==> config.mk <==
export PLATFORM = sky130hd
export DESIGN_NAME = bsort_pipe
export DESIGN_NICKNAME = d
export VERILOG_FILES = /design/src/rtl/bsort_pkg.sv /design/src/rtl/bsort_cmpx.sv /design/src/rtl/bsort_column.sv /design/src/rtl/bsort_pipe.sv
export SDC_FILE = /design/constraint.sdc
export NUM_CORES = 1
export LEC_CHECK = 0
export ABC_AREA = 1
export BUFFER_PORTS_ARGS = -buffer_cell sky130_fd_sc_hd__buf_2
export CAP_MARGIN = 0
export CORE_ASPECT_RATIO = 1.75
export CORE_MARGIN = 1
export CORE_UTILIZATION = 35
export CTS_BUF_LIST = sky130_fd_sc_hd__clkbuf_8
export DETAILED_ROUTE_END_ITERATION = 7
export GPL_ROUTABILITY_DRIVEN = 0
export HOLD_SLACK_MARGIN = 0.02
export PLACE_DENSITY = 0.63
export SKIP_CTS_REPAIR_TIMING = 1
export SYNTH_ARGS = -nofsm -noshare
export SYNTH_HDL_FRONTEND = slang
export SYNTH_SLANG_ARGS = --single-unit
==> constraint.sdc <==
create_clock -name clk -period 3.25 [get_ports clk]
set_input_delay 0.4875 -clock clk [delete_from_list [all_inputs] [get_ports clk]]
set_output_delay 0.4875 -clock clk [all_outputs]
set_load 0.02 [all_outputs]
==> src/rtl/bsort_pkg.sv <==
// Package bsort_pkg
// Maps a pipeline column index onto the bitonic schedule. Columns are numbered
// from 0 at the input. Level p (block size 2^p) holds p columns, whose partner
// distances are 2^(p-1) down to 1.
// Assumes fewer than 17 levels, i.e. N <= 65536.
package bsort_pkg;

    // Number of register columns for a network of 2^lg lanes.
    function automatic int col_count(input int lg);
        return lg * (lg + 1) / 2;
    endfunction

    // log2 of the merge block size used by column s.
    function automatic int col_blk_log(input int s);
        int c;
        int r;
        c = 0;
        r = 1;
        for (int p = 1; p <= 16; p++) begin
            for (int q = p - 1; q >= 0; q--) begin
                if (c == s) r = p;
                c++;
            end
        end
        return r;
    endfunction

    // log2 of the partner distance used by column s.
    function automatic int col_dst_log(input int s);
        int c;
        int r;
        c = 0;
        r = 0;
        for (int p = 1; p <= 16; p++) begin
            for (int q = p - 1; q >= 0; q--) begin
                if (c == s) r = q;
                c++;
            end
        end
        return r;
    endfunction

endpackage

==> src/rtl/bsort_cmpx.sv <==
// Module bsort_cmpx
// Combinational compare-exchange on two keys. With ASC set, the smaller key
// goes to lo_k; otherwise the larger key goes to lo_k. Keys are swapped only
// when strictly out of order, so equal keys keep their lanes.
module bsort_cmpx #(
    parameter int W   = 8,
    parameter bit ASC = 1'b1
) (
    input  logic [W-1:0] a_k,
    input  logic [W-1:0] b_k,
    output logic [W-1:0] lo_k,
    output logic [W-1:0] hi_k
);

    logic swap;

    // Decide whether the pair is out of order for this direction.
    always_comb begin
        if (ASC) swap = (a_k > b_k);
        else     swap = (a_k < b_k);
    end

    // Route the pair according to the decision.
    always_comb begin
        lo_k = swap ? b_k : a_k;
        hi_k = swap ? a_k : b_k;
    end

endmodule

==> src/rtl/bsort_column.sv <==
// Module bsort_column
// One registered comparator column. Lane i pairs with lane i + 2^DST_LOG
// whenever bit DST_LOG of i is clear. A pair sorts ascending when bit BLK_LOG
// of i is clear and descending otherwise. When BLK_LOG equals log2(N), every
// pair sorts ascending. Keys and valid advance one column per clock.
// Assumes N is a power of two and DST_LOG < BLK_LOG <= log2(N).
module bsort_column #(
    parameter int N       = 8,
    parameter int W       = 8,
    parameter int BLK_LOG = 1,
    parameter int DST_LOG = 0
) (
    input  logic         clk,
    input  logic         rst_n,
    input  logic         d_vld,
    input  logic [N*W-1:0] d_keys,
    output logic         q_vld,
    output logic [N*W-1:0] q_keys
);

    localparam int DST = 1 << DST_LOG;

    logic [N*W-1:0] nxt;

    // Build the compare-exchange elements of this column.
    for (genvar i = 0; i < N; i++) begin : g_lane
        if ((i & DST) == 0) begin : g_pair
            localparam bit UP = ((i >> BLK_LOG) & 1) == 0;
            bsort_cmpx #(.W(W), .ASC(UP)) cx_i (
                .a_k  (d_keys[i*W +: W]),
                .b_k  (d_keys[(i+DST)*W +: W]),
                .lo_k (nxt[i*W +: W]),
                .hi_k (nxt[(i+DST)*W +: W])
            );
        end
    end

    // Column register: clear on reset, otherwise capture the exchanged keys.
    always_ff @(posedge clk) begin
        if (!rst_n) begin
            q_vld  <= 1'b0;
            q_keys <= '0;
        end else begin
            q_vld  <= d_vld;
            q_keys <= nxt;
        end
    end

endmodule

==> src/rtl/bsort_pipe.sv <==
// Module bsort_pipe
// Top of the pipelined bitonic sorter. It chains log2(N)(log2(N)+1)/2
// registered columns, taking their schedule from bsort_pkg. One vector may
// enter per cycle. The valid bit travels with the keys, so latency is exactly
// the column count.
// Assumes N is a power of two and at least 2.
module bsort_pipe #(
    parameter int N = 8,
    parameter int W = 8
) (
    input  logic           clk,
    input  logic           rst_n,
    input  logic           in_valid,
    input  logic [N*W-1:0] in_keys,
    output logic           out_valid,
    output logic [N*W-1:0] out_keys
);

    localparam int LG     = $clog2(N);
    localparam int STAGES = bsort_pkg::col_count(LG);

    logic [N*W-1:0] st_keys [STAGES+1];
    logic           st_vld  [STAGES+1];

    // Feed the first column from the ports.
    assign st_keys[0] = in_keys;
    assign st_vld[0]  = in_valid;

    // Instantiate one column per pipeline stage.
    for (genvar s = 0; s < STAGES; s++) begin : g_col
        bsort_column #(
            .N       (N),
            .W       (W),
            .BLK_LOG (bsort_pkg::col_blk_log(s)),
            .DST_LOG (bsort_pkg::col_dst_log(s))
        ) col_i (
            .clk    (clk),
            .rst_n  (rst_n),
            .d_vld  (st_vld[s]),
            .d_keys (st_keys[s]),
            .q_vld  (st_vld[s+1]),
            .q_keys (st_keys[s+1])
        );
    end

    // Drive the outputs from the last column.
    assign out_valid = st_vld[STAGES];
    assign out_keys  = st_keys[STAGES];

endmodule

Word level (Yosys, flattened, before mapping) --
Index checks and enable logic that the tools add are counted.
Word-level totals: output and inout port bits 65, input port bits 67, register bits after elaboration 390
Operators by class: muxes and demuxes 48, order comparisons 24
Operators by type and width (count):
- 8-bit two-way mux | 48
- 8-bit greater-than comparator | 18
- 8-bit less-than comparator | 6

Depth between registers and ports, before layout --
Gate-level depths: netlist of the first run.
word-level depth 2, mapped depth 13, gate-level depth less buffers 12

Hierarchy --
Synthesis of the first run repeated with hierarchy kept, for this count alone.
Unflattened totals: cells, all modules 3282, area, all modules 23715.2 um2
Modules (own cells, without submodules):
- bsort_column | cells each 202, area each 1858.0 um2, instances 6
- bsort_cmpx (g_col[0].col_i.g_lane[0].g_pair.cx_i ...) | cells each 87, area each 541.8 um2, instances 18
- bsort_cmpx (g_col[0].col_i.g_lane[2].g_pair.cx_i ...) | cells each 84, area each 469.2 um2, instances 6

Worst setup path before layout of the first run --
OpenSTA, ideal clock, no wires.
path kind input port to flip-flop, from in in_keys[15], to reg g_col[0].col_i.q_keys[10], arrival time 1500 ps, slack 1635 ps, buffers on the path 1, stages 8, setup time 115 ps, path through inv_1 -> ha_1 -> a21o_1 -> nor2_2 -> nand2_2 -> buf_6 -> a21oi_1 -> nor2_1
On the way: word-level cells in the longest chain between the ends 2
RTL lines:
- start: declaration | RTL line bsort_pipe.sv:14 | input logic [N*W-1:0] in_keys,
- 8-bit greater-than comparator | RTL line bsort_cmpx.sv:19 | if (ASC) swap = (a_k > b_k);
- 8-bit two-way mux | RTL line bsort_cmpx.sv:26 | hi_k = swap ? a_k : b_k;
- end signal: assignment | RTL line bsort_column.sv:45 | q_keys <= nxt;
- end: declaration | RTL line bsort_column.sv:18 | output logic [N*W-1:0] q_keys
No other way between the ends. A chain may end at the register's enable or synchronous reset.

Worst setup path after layout of the first run --
from reg g_col[1].col_i.q_keys[47], to reg g_col[2].col_i.q_keys[37]
On the way: word-level cells in the longest chain between the ends 2
RTL lines:
- start: declaration | RTL line bsort_column.sv:18
- start signal: assignment | RTL line bsort_column.sv:45
- 8-bit less-than comparator | RTL line bsort_cmpx.sv:20 | else swap = (a_k < b_k);
- 8-bit two-way mux | RTL line bsort_cmpx.sv:25 | lo_k = swap ? b_k : a_k;
- end signal: assignment | RTL line bsort_column.sv:45
- end: declaration | RTL line bsort_column.sv:18
No other way between the ends.

==> results.tsv, run 1 <==
stage	metric	value	unit
status	status	finished clean	
synth	synth_common_cells	nand2_1, inv_1, dfxtp_1	
synth	netlist_instances	3141	
route	firstDrtPassIters	5	
critical_path	arrival	2.87	ns
critical_path	slowest_stage	o21a_1	
pwr	finalPower	27470	µW
clock_network	clk_latency	0.68	ns
synth	yosysUniqueCellTypes	26	
synth	avgSynthCellArea	7.439	µm²
critical_path	cp_top_family	compound AO/OA/AOI/OAI gates	
die	ios	132	
timing	setup-tns-final	0	ns
route	initialDrtViolationCount	809	
grt	antenna_found_initial	6	
synth	synth.net_count	3394	
critical_path	cp-start-kind	flip-flop	
route	drcViolationCount	0	
critical_path	cpMostUsedCell	a21oi_1	
clock_network	clkSlewWorstSetupHoldPaths	0.07	ns
timing	maxSlewViolCount	0	
die	die_w	197.3	µm
timing	rsz0062_at_grt	false	
synth	synth_top_area_frac	0.3342	
critical_path	path_class	reg2reg	
timing	finalHoldViolCount	0	
timing	fmax	0.4273	GHz
cells_and_area	drive_gt1_frac	0.1761	
timing	fin_crit_sh	0.7200	
route	vias_per_cell	4.602	
synth	netlist_area	23360	µm²
clock_network	cts-root-buf	clkbuf_8	
die	initial_core_util	0.3532	
clock_network	cts_buffers	60	
critical_path	crit_path_max_incr_delay	0.77	ns
pwr	peakVddDrop	0.6032	mV
synth	yosysMostFrequentCell	nand2_1	
synth	yosys_warnings	0	
die	dieHeight	343.8	µm
synth	async_reset_ff_frac	0	
pwr	power.density	1096	nW/µm²
route	drt_wl_total	53750	µm
timing	final_period_minus_worst_setup_slack	2.340	ns
die	coreArea	66160	µm²
synth	synth.area.top_cells	dfxtp_1, ha_1, nand2_1	
hold_path	min_path_type	in2reg	
timing	worst_slew_pin_slew	0.9529	ns
grt	grt_pass1_vias	17639	
synth	synth-seq-area-share	0.3342	
route	routedWlPerCell	13.11	µm
timing	setup_viol	0	
critical_path	crit_chain	inv_1, ha_1, a21oi_1, o21a_1, a21oi_1, nor2_1	
synth	synth_enable_flop_cells	0	
placement	dp_hpwl	40830	µm
synth	ys_seq_elements	390	
cells_and_area	nets	3413	
placement	io_buffer_count	131	
cells_and_area	area_growth	7.283	%
clock_network	cts_tree	yes	
route	vias	18871	
grt	grt-ovfl-total	0	
clock_network	cts_buffer_depth	3	
synth	synth_top_area_cell	dfxtp_1	
timing	clock_skew	0.02188	ns
timing	slew_headroom	0.3648	
run	max_cap_violations	0	
clock_network	clock_sinks	390	
grt	grt_max_degree	99	
grt	grt_pass1_wl	86950	µm
critical_path	critical_path_buf_inv_count	1	
grt	grt_usage	0.1589	
critical_path	cp-end-kind	flip-flop	
synth	synthFlopType	dfxtp_1	
pwr	p_leak	0.01235	µW
route	ant_nets	0	
die	rows	125	
clock_network	htree_num_levels	2	
die	die_area	67830	µm²
critical_path	critPathRequiredTime	3.78	ns
critical_path	cp_max_fo	32	
sequential cells by signal, summed over array words and instances, names as in the netlist:
signal              cells
g_col.col_i.q_vld       6
g_col.col_i.q_keys    384
logic make-up (layout without fill, tap and decap cells):
family                   Yosys count  after routing  synth area share
AND/OR/NAND/NOR                 1452           1452            0.3117
other                              0              3                 0
AO/OA/AOI/OAI                    462            462            0.1115
adder cells (fa/ha/maj)          186            186           0.09960
flip-flops                       390            390            0.3342
buffers and inverters            651            719            0.1430
per-layer routing:
layer,GRT usage,vias up,wire (µm)
li1,-,9969,-
met1,0.1724,8458,21910
met2,0.2909,310,27130
met3,0.02863,128,2059
met4,0.08333,6,2605
met5,0,-,40
cell type report:
type | count | area [µm²]
Clock buffer | 76 | 1046
Clock inverter | 35 | 320.3
Inverter | 464 | 1742
Antenna cell | 3 | 7.507
Timing Repair Buffer | 144 | 815.8
Tap cell | 889 | 1112
Sequential cell | 390 | 7807
Fill cell | 7013 | 41090
Multi-Input combinational cell | 2100 | 12220
where the power goes:
part           internal [µW]  total, µW  switching (µW)
clock                   2590       4570            1990
combinational           5560      15500            9970
sequential              6240       7360            1120
per-stage QoR:
step	setup WS, ns	area (µm²)	utilization	hold slack [ns]	instances
floorplan	1.635	23360	-	0.3905	3141
global placement	0.9608	23680	0.3580	0.3940	3986
detailed placement	0.9501	23680	0.3580	0.4023	3986
CTS	0.9397	25050	0.3786	-0.03828	4097
global route	0.7227	25060	0.3789	0.03543	4100
finish	0.9099	25070	0.3789	0.05115	4101
cells in the final DEF (no fill, tap or decap), types with 76 or more instances in the layout:
master and instances:
nand2_1 574, inv_1 461, dfxtp_1 390, nor2_1 378
a21oi_1 376, nand3_1 254, ha_1 186, nand3_2 130
buf_2 130, clkbuf_8 76
tightest hold or removal path: stages:
cell and delay, ns:
buf_2 0.09, a21oi_1 0.04, nor2_1 0.08
path summary, 6_finish.rpt:
check	cells after the start	slack (ns)	startpoint	end
setup / recovery	6	0.91	g_col[1].col_i.q_keys[47]	g_col[2].col_i.q_keys[37]
hold / removal	3	0.05	in_keys[30]	g_col[0].col_i.q_keys[30]
setup reg to reg	6	0.91	g_col[1].col_i.q_keys[47]	g_col[2].col_i.q_keys[37]
hold reg to reg	2	0.42	g_col[2].col_i.q_vld	g_col[3].col_i.q_vld
Power figures use the tool's default switching activity.
==> run 2: changes to the inputs <==
==> constraint.sdc (replaced) <==
create_clock -name clk -period 2.4 [get_ports clk]
set_input_delay 0.36 -clock clk [delete_from_list [all_inputs] [get_ports clk]]
set_output_delay 0.36 -clock clk [all_outputs]
set_load 0.02 [all_outputs]
==> run 2 against run 1 <==
Against the previous run:
- sequential cell count unchanged
- die area stayed put
- register-to-register slack worse by 0.58 ns
- sequential power increased by 35%
- critical path type is now in2reg
- largest power group unchanged
==> results.tsv, run 2 (synthesis gave the netlist of run 1 again) <==
stage	metric	value	unit	change
placement	dp_hpwl	41110	µm	was 40830 µm
grt	grt_pass1_vias	17418		was 17.64k
route	initialDrtViolationCount	808		was 809
die	die_w	197.3	µm	unchanged
placement	place_area	23850	µm²	was 23680 µm²
cells_and_area	nets	3490		was 3413
die	die_area	67830	µm²	unchanged
cells_and_area	layout_common_cells	nand2_1, inv_1, dfxtp_1		unchanged
clock_network	cts_buffer_depth	3		unchanged
clock_network	cts-root-buf	clkbuf_8		unchanged
pwr	power.density	1443	nW/µm²	was 1096 nW/µm²
die	dieHeight	343.8	µm	unchanged
timing	finalHoldViolCount	0		unchanged
critical_path	critPathRequiredTime	2.99	ns	was 3.78 ns
die	coreArea	66160	µm²	unchanged
clock_network	clock_sinks	390		unchanged
placement	io_buffer_count	131		unchanged
timing	setup_viol	0		unchanged
cells_and_area	drive_gt1_frac	0.1758		was 0.1761
critical_path	cp_top_family	buffers and inverters		was compound AO/OA/AOI/OAI gates
critical_path	path_depth	9		was 6
pwr	p_int	19360	µW	was 14390 µW
route	routedWlPerCell	13.08	µm	was 13.11 µm
clock_network	cts_tree	yes		unchanged
timing	worst_slew_pin_slew	0.6481	ns	was 0.9529 ns
timing	fmax	0.4542	GHz	
route	firstDrtPassIters	7		was 5
clock_network	htree_num_levels	2		unchanged
pwr	swShare	0.4793		was 0.4761
timing	setup_ws	0.1984	ns	was 0.9099 ns
timing	final_period_minus_worst_setup_slack	2.202	ns	
cells_and_area	largest_reg_flops	384		unchanged
timing	clock_skew	0.03109	ns	was 0.02188 ns
grt	antenna_found_initial	1		was 6
pwr	p_seq_frac	0.267		was 0.268
die	ios	132		unchanged
pwr	pwr-share-clk	0.159		was 0.166
critical_path	cp-start-kind	primary input		was flip-flop
timing	slew_headroom	0.5664		was 0.3648
route	vias	19152		was 18.87k
placement	place_ws	0.3427	ns	was 0.9501 ns
timing	fin_crit_sh	0.9173		
die	initial_core_util	0.3532		unchanged
route	drt_wl_total	54570	µm	was 53750 µm
critical_path	arrival	2.79	ns	was 2.87 ns
pwr	switchingPower	17820	µW	was 13080 µW
critical_path	cp-end-kind	flip-flop		unchanged
pwr	pwr-share-comb	0.574		was 0.566
route	vias_per_cell	4.590		was 4.602
cells_and_area	top_regs	g_col.col_i.q_keys: 384 flops, g_col.col_i.q_vld: 6 flops		unchanged
cells_and_area	finalInstanceArea	25770	µm²	was 25070 µm²
die	rows	125		unchanged
clock_network	clk_latency	0.69	ns	was 0.68 ns
critical_path	critical_path_buf_inv_count	3		was 1
critical_path	slowest_stage	dlygate4sd3_1		was o21a_1
hold_path	holdPathStages	3		unchanged
cells_and_area	final_common_cell	nand2_1		unchanged
grt	grt_usage	0.1592		was 0.1589
critical_path	crit_chain	dlygate4sd3_1, buf_2, ha_1, nand2_1, nor2_1, nand2_2, a21oi_1, nor2_1, dlygate4sd3_1		was inv_1, ha_1, a21oi_1, o21a_1, a21oi_1, nor2_1
grt	grt_pass1_wl	87310	µm	was 86950 µm
route	ant_nets	0		unchanged
cells_and_area	area_growth	10.31	%	was 7.283%
critical_path	r2r_cells	9		was 6
clock_network	cts_buffers	59		was 60
critical_path	path_class	in2reg		was reg2reg
pwr	peakVddDrop	0.8332	mV	was 0.6032 mV
clock_network	clkSlewWorstSetupHoldPaths	0.08	ns	was 0.07 ns
grt	grt-ovfl-total	0		unchanged
pwr	p_leak	0.01265	µW	was 0.01235 µW
timing	rsz0062_at_grt	false		unchanged
cells_and_area	regMostFlops	g_col.col_i.q_keys		unchanged
run	max_cap_violations	0		unchanged
hold_path	min_path_type	in2reg		unchanged
grt	grt_max_degree	63		was 99
critical_path	crit_path_max_incr_delay	0.54	ns	was 0.77 ns
timing	maxSlewViolCount	0		unchanged
critical_path	cp_max_fo	32		unchanged
timing	setup-tns-final	0	ns	unchanged
route	drcViolationCount	0		unchanged
status	status	finished clean		unchanged
==> run 2: cell count changes in the layout (fill, tap and decap cells not counted), sizes merged <==
| cell | before | now |
|---|---|---|
| dlygate4sd3 | 1 | 63 |
| buf | 143 | 159 |
| clkbuf | 76 | 69 |
| clkinvlp | 1 | 5 |
| clkinv | 15 | 12 |
| inv | 477 | 480 |
| diode | 3 | 1 |
| bufinv | 6 | 5 |
==> run 2: tightest hold or removal path: stages <==
cell and delay (ns):
buf_2 0.12, a21oi_1 0.05, nor2_1 0.12
==> run 2: final timing paths <==
check	from	slack, ns	to
max reg2reg	g_col[2].col_i.q_keys[53]	0.33	g_col[3].col_i.q_keys[18]
max	in_keys[55]	0.20	g_col[0].col_i.q_keys[48]
min reg2reg	g_col[2].col_i.q_vld	0.41	g_col[3].col_i.q_vld
min	in_keys[21]	0.02	g_col[0].col_i.q_keys[21]
==> run 2: routing by layer <==
layer / up-vias / global-route usage / wire [µm]
li1: 10143 / - / -
met1: 8567 / 0.1786 / 22490
met2: 333 / 0.2939 / 28000
met3: 109 / 0.02275 / 1903
met4: 0 / 0.07154 / 2175
met5: - / 0 / 0
==> run 2: cell type report <==
cell class                 count  area [µm²]
sequential                   390        7807
fill                        6885       40380
timing repair buffer         222        1607
clock buffer                  69       949.7
multi-input combinational   2100       12220
antenna                        1       2.502
clock inverter                38       339.1
inverter                     464        1742
tap                          889        1112
==> run 2: power by group through the flow <==
stage	logic (µW)	registers [µW]	clock network, µW
after detailed placement	21300	10100	0
after global placement	20900	10100	0
after CTS	21400	9970	6130
final	21300	9940	5910
after global routing	24400	10100	6380
after floorplan	19800	9820	0
==> run 2: metrics by stage <==
step / total power, µW / instances / util / hold slack [ns]
CTS: 37470 / 4109 / 0.3800 / -0.2116
global placement: 31050 / 4002 / 0.3605 / 0.3949
finish: 37180 / 4173 / 0.3896 / 0.01938
global route: 40900 / 4173 / 0.3896 / 0.02356
detailed placement: 31380 / 4002 / 0.3605 / 0.4020
floorplan: 29660 / 3141 / - / 0.3905
==> run 3: changes to the inputs <==
--- a/config.mk
+++ b/config.mk
@@ -10,12 +10,12 @@
 export CAP_MARGIN = 0
 export CORE_ASPECT_RATIO = 1.75
 export CORE_MARGIN = 1
-export CORE_UTILIZATION = 35
+export CORE_UTILIZATION = 50
 export CTS_BUF_LIST = sky130_fd_sc_hd__clkbuf_8
 export DETAILED_ROUTE_END_ITERATION = 7
 export GPL_ROUTABILITY_DRIVEN = 0
 export HOLD_SLACK_MARGIN = 0.02
-export PLACE_DENSITY = 0.63
+export PLACE_DENSITY = 0.79
 export SKIP_CTS_REPAIR_TIMING = 1
 export SYNTH_ARGS = -nofsm -noshare
 export SYNTH_HDL_FRONTEND = slang
==> run 3 against run 2 <==
Against the previous run:
- the run now ends with DRC, hold timing left
- critical path type is now reg2reg
- highest routed layer unchanged
- clock-buffer cell count is 2 lower
- largest power group unchanged
- wire length is 3.7% lower
- via count is 1.3% higher
- combinational power hardly changed
- first-iteration DRC count is 22% higher
==> results.tsv, run 3 (synthesis gave the netlist of run 1 again) <==
stage	metric	value	unit	change
status	status	finished, violations left		was finished clean
status	failed_checks	DRC, hold timing		
timing	rsz0062_at_grt	false		unchanged
critical_path	cp_max_fo	17		was 32
timing	fin_hold_ws	-0.02012	ns	was 0.01938 ns
timing	setup-tns-final	0	ns	unchanged
die	initial_core_util	0.5072		was 0.3532
clock_network	cts-root-buf	clkbuf_8		unchanged
cells_and_area	final_cells	3851		was 4173
hold_path	holdPathEnd	g_col[0].col_i.q_keys[62]		was g_col[0].col_i.q_keys[21]
cells_and_area	area_growth	8.300	%	was 10.31%
cells_and_area	regMostFlops	g_col.col_i.q_keys		unchanged
die	coreArea	46060	µm²	was 66160 µm²
clock_network	cts_buffers	56		was 59
pwr	p_leak	0.01259	µW	was 0.01265 µW
cells_and_area	n_fill_cell	4348		was 6885
placement	dp_hpwl	39160	µm	was 41110 µm
clock_network	clkSlewWorstSetupHoldPaths	0.07	ns	was 0.08 ns
route	vias	19408		was 19.15k
critical_path	r2r_start	g_col[4].col_i.q_keys[47]		was g_col[2].col_i.q_keys[53]
pwr	peakVddDrop	0.8646	mV	was 0.8332 mV
timing	worst_slew_pin_slew	0.6514	ns	was 0.6481 ns
placement	dp.cells	3697		was 4002
timing	maxSlewViolCount	0		unchanged
die	die_w	165.4	µm	was 197.3 µm
clock_network	htree_num_levels	2		unchanged
critical_path	critical_path_buf_inv_count	2		was 3
route	drt_wl_total	52560	µm	was 54570 µm
cells_and_area	top_regs	g_col.col_i.q_keys: 384 flops, g_col.col_i.q_vld: 6 flops		unchanged
grt	grt-ovfl-total	0		unchanged
grt	antenna_found_initial	1		unchanged
clock_network	clk_latency	0.65	ns	was 0.69 ns
die	dieHeight	288.0	µm	was 343.8 µm
timing	final_period_minus_worst_setup_slack	2.085	ns	was 2.202 ns
cells_and_area	drive_gt1_frac	0.1781		was 0.1758
critical_path	critPathRequiredTime	2.93	ns	was 2.99 ns
placement	io_buffer_count	131		unchanged
die	die_area	47630	µm²	was 67830 µm²
clock_network	cts_tree	yes		unchanged
timing	clock_skew	0.04023	ns	was 0.03109 ns
critical_path	crit_chain	inv_1, ha_1, nand2_2, nor2_4, nand4_2, buf_4, a21oi_1, nor2_1		was dlygate4sd3_1, buf_2, ha_1, nand2_1, nor2_1, nand2_2, a21oi_1, nor2_1, dlygate4sd3_1
route	vias_per_cell	5.040		was 4.590
route	drcViolationCount	16		was 0
die	ios	132		unchanged
timing	setup_ws	0.3147	ns	was 0.1984 ns
route	firstDrtPassIters	7		unchanged
route	initialDrtViolationCount	989		was 808
clock_network	clock_sinks	390		unchanged
grt	grt_max_degree	75		was 63
hold_path	holdPathStages	3		unchanged
critical_path	r2r_cells	8		was 9
timing	setup_viol	0		unchanged
cells_and_area	largest_reg_flops	384		unchanged
cells_and_area	fin_util	0.5493		was 0.3896
clock_network	cts_buffer_depth	3		unchanged
cells_and_area	layout_common_cells	nand2_1, inv_1, dfxtp_1		unchanged
route	routedWlPerCell	13.65	µm	was 13.08 µm
timing	fin_crit_sh	0.8689		was 0.9173
critical_path	timing.rr.end	g_col[5].col_i.q_keys[46]		was g_col[3].col_i.q_keys[18]
critical_path	path_class	reg2reg		was in2reg
critical_path	cp-start-kind	flip-flop		was primary input
die	rows	104		was 125
pwr	power.density	1488	nW/µm²	was 1443 nW/µm²
grt	grt_pass1_wl	83400	µm	was 87310 µm
hold_path	min_from	in_keys[62]		was in_keys[21]
critical_path	slowest_stage	dfxtp_1		was dlygate4sd3_1
timing	finalHoldViolCount	1		was 0
critical_path	cp-end-kind	flip-flop		unchanged
timing	slew_headroom	0.5642		was 0.5664
route	ant_nets	0		unchanged
critical_path	rrSetupSlack	0.31	ns	was 0.33 ns
placement	place_ws	0.3302	ns	was 0.3427 ns
critical_path	cp_top_family	simple AND/OR/NAND/NOR gates		was buffers and inverters
grt	grt_usage	0.2179		was 0.1592
hold_path	min_path_type	in2reg		unchanged
cells_and_area	nets	3473		was 3490
critical_path	arrival	2.62	ns	was 2.79 ns
run	max_cap_violations	0		unchanged
critical_path	crit_path_max_incr_delay	0.46	ns	was 0.54 ns
grt	grt_pass1_vias	17507		was 17.42k
timing	fmax	0.4796	GHz	was 0.4542 GHz
cells_and_area	final_common_cell	nand2_1		unchanged
## run 3: cell types whose count changed in the layout (fill, tap and decap cells not counted), sizes merged
cell         previous run  this run
inv                   480       473
clkbuf                 69        67
clkinvlp                5         7
bufinv                  5         9
dlygate4sd3            63        48
clkinv                 12        13
buf                   159       160
## run 3: layout make-up
| class | instances | area (µm²) | share of cell area |
|---|---|---|---|
| tap | 583 | 729.5 | 0.02883 |
| sequential | 390 | 7807 | 0.3085 |
| inverter | 464 | 1742 | 0.06883 |
| antenna | 1 | 2.502 | 0.00009889 |
| clock buffer | 67 | 922.1 | 0.03644 |
| clock inverter | 38 | 446.7 | 0.01765 |
| timing repair buffer | 208 | 1439 | 0.05686 |
| multi-input combinational | 2100 | 12220 | 0.4827 |
## run 3: through the flow
stage,total power [µW],area [µm²],hold slack (ns)
6_report,37640,25300,-0.02012
4_1_cts,37670,24820,-0.1102
2_1_floorplan,29660,23360,0.3905
3_5_place_dp,31310,23450,0.4007
5_1_grt,41070,25300,0.01842
3_3_place_gp,30810,23450,0.3971
## run 3: routing by layer
layer  vias to the layer above  GRT usage  routed length, µm
met5                         -          0                  0
met4                         0     0.1407               3320
met3                       161    0.02781               1839
met2                       426     0.4158              27840
met1                      8719     0.2154              19560
li1                      10102          -                  -
## run 3: worst max path at each step
stage	from	to	slack (ns)	cells past startpoint
after floorplan	g_col[1].col_i.q_keys[31]	g_col[2].col_i.q_keys[22]	0.88	8
after global placement	g_col[4].col_i.q_keys[47]	g_col[5].col_i.q_keys[46]	0.34	8
after detailed placement	in_keys[15]	g_col[0].col_i.q_keys[15]	0.33	9
after CTS	g_col[4].col_i.q_keys[47]	g_col[5].col_i.q_keys[46]	0.34	8
after global routing	g_col[4].col_i.q_keys[47]	g_col[5].col_i.q_keys[47]	0.11	8
final	g_col[4].col_i.q_keys[47]	g_col[5].col_i.q_keys[46]	0.31	8
## run 3: tightest hold or removal path, stage by stage
cell and delay (ns):
buf_2 0.09, a21oi_1 0.04, nor2_1 0.08
## run 3: power by group
group / leakage [µW] / switching, µW / internal (µW)
Combinational: 0.00865 / 13700 / 7770
Sequential: 0.00323 / 1540 / 8440
Clock: 0.000708 / 2630 / 3560
